**src/rtl/cmd_ram.sv**
```systemverilog
module cmd_ram #(
  parameter int ADDR_W = 8,
  parameter int DEPTH  = 256,
  parameter int DATA_W = 8
) (
  input  logic              clk,
  input  logic              rst_n,
  input  logic              cmd_valid,
  input  logic [DATA_W+1:0] cmd_word,
  output logic [DATA_W-1:0] rd_data,
  output logic              rd_valid
);

  typedef enum logic [1:0] {
    OP_SET_WA = 2'b00,
    OP_WRITE  = 2'b01,
    OP_SET_RA = 2'b10,
    OP_READ   = 2'b11
  } op_t;

  localparam logic [ADDR_W:0] DEPTH_L = DEPTH[ADDR_W:0];

  op_t               op;
  logic [DATA_W-1:0] operand;
  logic [ADDR_W-1:0] wr_addr, rd_addr;
  logic              wr_in_range, rd_in_range;
  logic [DATA_W-1:0] mem [DEPTH];

  assign op          = op_t'(cmd_word[DATA_W+1:DATA_W]);
  assign operand     = cmd_word[DATA_W-1:0];
  assign wr_in_range = {1'b0, wr_addr} < DEPTH_L;
  assign rd_in_range = {1'b0, rd_addr} < DEPTH_L;

  always_ff @(posedge clk)
    if (cmd_valid && op == OP_WRITE && wr_in_range)
      mem[wr_addr] <= operand;

  always_ff @(posedge clk or negedge rst_n) begin
    if (!rst_n) begin
      wr_addr  <= '0;
      rd_addr  <= '0;
      rd_data  <= '0;
      rd_valid <= 1'b0;
    end else if (cmd_valid) begin
      rd_valid <= (op == OP_READ);
      unique case (op)
        OP_SET_WA: wr_addr <= operand[ADDR_W-1:0];
        OP_SET_RA: rd_addr <= operand[ADDR_W-1:0];
        OP_READ:   rd_data <= rd_in_range ? mem[rd_addr] : '0;
        default: ;
      endcase
    end
  end

  initial assert (ADDR_W <= DATA_W && DEPTH <= (1 << ADDR_W) && DEPTH > 0)
    else $error("cmd_ram: parameter set out of range");

  p_idle_hold_r7: assert property (@(posedge clk) disable iff (!rst_n)
    !cmd_valid |=> $stable(rd_valid) && $stable(rd_data) && $stable(wr_addr) && $stable(rd_addr));

  p_flag_clear_r6: assert property (@(posedge clk) disable iff (!rst_n)
    cmd_valid && op != OP_READ |=> !rd_valid);

  p_flag_set_r5: assert property (@(posedge clk) disable iff (!rst_n)
    cmd_valid && op == OP_READ |=> rd_valid);

  p_data_hold_r11: assert property (@(posedge clk) disable iff (!rst_n)
    cmd_valid && op != OP_READ |=> $stable(rd_data));

  p_oob_zero_r9: assert property (@(posedge clk) disable iff (!rst_n)
    cmd_valid && op == OP_READ && !rd_in_range |=> rd_data == '0);

  p_addr_indep_r10: assert property (@(posedge clk) disable iff (!rst_n)
    cmd_valid && op == OP_SET_WA |=> $stable(rd_addr));

endmodule

```
**config.mk**
```make
export PLATFORM = sky130hd
export DESIGN_NAME = cmd_ram
export DESIGN_NICKNAME = d
export VERILOG_FILES = /design/src/rtl/cmd_ram.sv
export SDC_FILE = /design/constraint.sdc
export NUM_CORES = 2
export LEC_CHECK = 0
export BUFFER_PORTS_ARGS = -buffer_cell sky130_fd_sc_hd__buf_2
export CELL_PAD_IN_SITES_DETAIL_PLACEMENT = 1
export CELL_PAD_IN_SITES_GLOBAL_PLACEMENT = 1
export CORE_AREA = 2 2 406 408
export CTS_BUF_LIST = sky130_fd_sc_hd__clkbuf_4 sky130_fd_sc_hd__clkbuf_8 sky130_fd_sc_hd__clkbuf_16
export CTS_CLUSTER_SIZE = 14
export DETAILED_ROUTE_END_ITERATION = 10
export DIE_AREA = 0 0 408 410
export GPL_ROUTABILITY_DRIVEN = 0
export HOLD_SLACK_MARGIN = 0.03
export PLACE_DENSITY = 0.69
export SYNTH_ARGS = -nofsm -noshare
export SYNTH_HDL_FRONTEND = slang
export SYNTH_SLANG_ARGS = --single-unit
```
**constraint.sdc**
```tcl
create_clock -name clk -period 5.89 [get_ports clk]
set_clock_uncertainty 0.2 [all_clocks]
set_input_delay 1.178 -clock clk [delete_from_list [all_inputs] [get_ports clk]]
set_output_delay 1.178 -clock clk [all_outputs]
set_load 0.01 [all_outputs]
```
* Yosys cells after proc, flatten, opt, wreduce, memory -nomap -nowiden *
Memory sizes are Yosys's and may differ from the RTL's. A register that Yosys moved wholly into a read port is not among the register bits.
Index checks and enable logic that the tools add are counted.

cells by class
  muxes and demuxes = 2
  reduce and logical (&&, ||, !) cells = 6
  eq/ne operators = 3

operator list
  kind                number
  $reduce_and 2->1    3
  $eq 2x2->1 const B  2
  $eq 2x1->1 const B  1
  $logic_not 2->1     1
  $mux 1              2
  $logic_and 1x1->1   1
  $logic_not 1->1     1

word-level totals
  flip-flop bits (word level) = 17
  input bits = 13
  output and inout bits = 9
  memories = 1
  memory bits (writable) = 2048

memories
  name  words  bits a word  read ports  clocked after Yosys merged registers in  wr ports  line  RTL
  mem   256    8            1           1                                        1         27    logic [DATA_W-1:0] mem [DEPTH];

* Longest topological paths before layout *
  depth in word-level cells = 4
  depth in mapped cells = 13
  mapped depth without buffers = 7

* Worst setup path before layout *
OpenSTA, ideal clock, no wires.

  path kind = input-to-reg
  start = input cmd_word[9]
  end = memory mem[234][0] (enable)
  cell stages on the path = 6
  data arrival time = 2.681 ns
  required time = 5.320 ns
  setup slack = 2.639 ns
  cell sequence = and3b_1 > clkbuf_1 > clkbuf_1 > nand3_1 > clkbuf_1 > nor2_1

between the ends
  word-level cells in the longest chain between the ends = 4

RTL lines
  item                          line  RTL
  start, declared               9     input logic [DATA_W+1:0] cmd_word,
  $eq 2x1->1                    35    if (cmd_valid && op == OP_WRITE && wr_in_range)
  $logic_and 1x1->1             35
  $mux 1                        35
  $mux 1 (not written as such)  36    mem[wr_addr] <= operand;
  end, declared                 27

Every way passes these cells.

==> summary.txt <==
Synthesis
  • Sequential cell area fraction in the yosys report: 76.7%
  • Post-synth ARST share: 1.21%
  • Area share of the largest cell type after synthesis: 75.9%
  • Cell Area, Synth: approximately 80000 µm²
  • Most numerous cell in the Yosys netlist: edfxtp_1
  • Post-synth top area cell: edfxtp_1
  • Post-synth top cells: edfxtp_1, mux4_2, mux2i_1
  • Yosys reg bits: about 2100
  • Synth warn: 0
  • Net Count, Synth: 4108
  • Synth cell types: 66
  • Mapped Cells: 4095
  • Syn avg cell area: 19.8 µm²
  • Largest cells by area after synthesis: edfxtp_1, mux4_2, mux2i_1, nor2_1, o22ai_1
  • Post-synth EDFFs: just over 2000
  • Top FF cell, synth: edfxtp_1

Drt
  • First-pass detailed-route iteration total: 5
  • DRC: 0
  • DR vias: 42119
  • Drt total wl: 230000 µm
  • Vias per inst: between 6 and 7
  • DRT iter0 DRCs: 5022
  • Wirelength per Cell: around 35 µm
  • ANT nets after route: 0

Critical path
  • Worst Setup Start Kind: flop
  • Endpoint class of the critical path: flop
  • Arrival time of the worst setup path: ~5500 ps
  • Crit path required time: 6480 ps
  • Worst-path fanout max: 43
  • WS Path Type: flop to flop

STA
  • # setup viols final: 0
  • Final Max Slew Viols: 0
  • Setup TNS: 0 ps
  • Worst-Margin Slew: 1350 ps
  • Final WS setup: 954 ps
  • Final hold vios: 0
  • Slew HR: 9.16%
  • RSZ-0062 raised after global routing: false
  • Fmax: about 200 MHz
  • Final period utilization: 83.8%
  • Final min period: between 4000 and 5000 ps

Power and ir drop
  • Net Sw Power: 0.00892 W
  • Net switching fraction of the power: between 20% and 30%
  • Internal power: 0.0254 W
  • Cell Pwr Density: 380 nW/µm²
  • Clock power frac: between 30% and 40%
  • Static leakage: 28.7 nW
  • Worst IR drop on VDD: 286 µV
  • Logic pwr share: 13.4%
  • Register share of total power: 48.0%

Global routing
  • Largest net degree at the start of global routing: 168
  • First-pass GRT wire length: about 330000 µm
  • Number of global-route vias before repair: 43118
  • Initial antenna violation count: 11
  • Tot GR Track Use: between 20 and 30%
  • Total gr overflow: 0

Clock tree
  • Clock Sinks: 2073
  • Skew-Pair Late Insertion Delay: 870 ps
  • Number of H-tree levels: 4
  • Post-CTS sizing: 0
  • Clk slew on worst S/H paths: 60 ps
  • Clock buffer depth: 3
  • Post-CTS setup repair buffer count: 0
  • Clock Root Buffer: clkbuf_16
  • CTS tree: built
  • Num CTS Buffers: 204
  • CTS Hold Bufs: 0

Die
  • Die Ht: 410 µm
  • Cell row count: 149
  • Starting density of the core: 49.5%
  • DIE AREA: 167000 µm²
  • I/O pin total: 22
  • Core Region: 163000 µm²
  • Die width: 408 µm

Finish
  • Final #Nets: approximately 4200
  • Area Overhead vs Synth: 11.7%
  • FILL cells: 14124
  • Fraction of layout cells with a size suffix above 1: between 20% and 30%

Place
  • Port bufs: 21
  • DPL Wire Length: 144000 µm
  • Dpl ws: approximately 1200 ps

Run
  • Max-Cap Viols: 0

Min path
  • Min-Delay Path Class: input port to async pin

Status
  • Outcome: complete, no violations
## path summary, 6_finish.rpt
kind                            slack, ps  cells after the start        from         end
worst max register to register        950                      7  rd_addr[1]  rd_data[7]
worst min register to register        370                      2    rd_valid    rd_valid
worst min-delay path                  210                      1       rst_n    rd_valid
worst max-delay path                  950                      7  rd_addr[1]  rd_data[7]
min in group clk                      370                      2    rd_valid    rd_valid
max in group asynchronous            4650                      1       rst_n  rd_addr[2]
## power groups by stage
| stage | clock network, W | registers [W] | logic (W) |
|---|---|---|---|
| finish | 0.0133 | 0.0165 | 0.00459 |
| global placement | 0 | 0.0168 | 0.00451 |
| global route | 0.0139 | 0.0165 | 0.00477 |
| detailed placement | 0 | 0.0168 | 0.00456 |
| CTS | 0.0134 | 0.0165 | 0.00458 |
| floorplan | 0 | 0.0166 | 0.00286 |
## critical path, cell delays in order, from the launching register on
cell and delay, ps:
dfrtp_4 970, or2_4 600, buf_4 420, o21ai_0 160, o31ai_1 1110, nand4_1 330, nor4_1 810, a211o_1 170
## cell type report
cell class,instances,area (µm²),share of cell area [%]
multi-input cells,1767,17300,19.1
flip-flops and latches,2073,62100,68.7
diodes,3,7.51,0.00830
inverters,6,25.0,0.0277
repair buffers,150,1420,1.57
clock buffers,249,5520,6.10
well taps,2189,2740,3.03
clock inverters,131,1310,1.44
## metal layers
metal	global-route usage, %	vias up	part of all wire (%)
li1	-	17046	-
met1	39.0	22692	41
met2	43.0	1970	47
met3	5.14	405	8.2
met4	10.6	6	4.0
met5	0	-	0.017
## layout by cell type (no fill, tap or decap), types with 8 or more instances in the layout
cell type   count
a2111oi_0       9
a211oi_1       27
a21oi_1        51
a221oi_1        8
a22o_1         10
a22oi_1        27
a31oi_1        14
and3_1         13
buf_12         22
buf_2          13
buf_4         107
bufinv_16      19
clkbuf_16     206
clkbuf_4       36
clkbuf_8       15
clkinv_1       49
clkinv_2       40
clkinvlp_4      9
dfrtp_1        21
edfxtp_1     2048
mux2_2         29
mux2i_1       332
mux4_1          8
mux4_2        342
nand2_1       185
nand3_1        47
nand4_1        21
nor2_1        288
nor2b_1        10
nor3_1         22
nor4_1         11
o21ai_0        45
o221ai_1       63
o22ai_1       116
## sequential cells by signal, indices dropped and copies added, names as in the netlist
name,count
mem,2048
rd_addr,8
rd_data,8
wr_addr,8
rd_valid,1
## per-stage QoR
stage          instance area, µm²  instances  util [%]  power, W  hold slack [ps]
5_1_grt                     90500       6565      55.3    0.0351              189
3_3_place_gp                83600       6185      51.2    0.0213              327
2_1_floorplan               81000       4095         -    0.0195              302
4_1_cts                     90500       6565      55.3    0.0344              144
3_5_place_dp                83600       6185      51.2    0.0214              329
6_report                    90500       6568      55.3    0.0343              211
## logic make-up after synthesis
logic type             synth area share [%]
DFF                                    76.7
muxes                                  14.3
and+or+nand+nor                        3.34
AOI/OAI and AO/OA                      3.69
buffers and inverters                  2.01
Power figures use the tool's default switching activity.
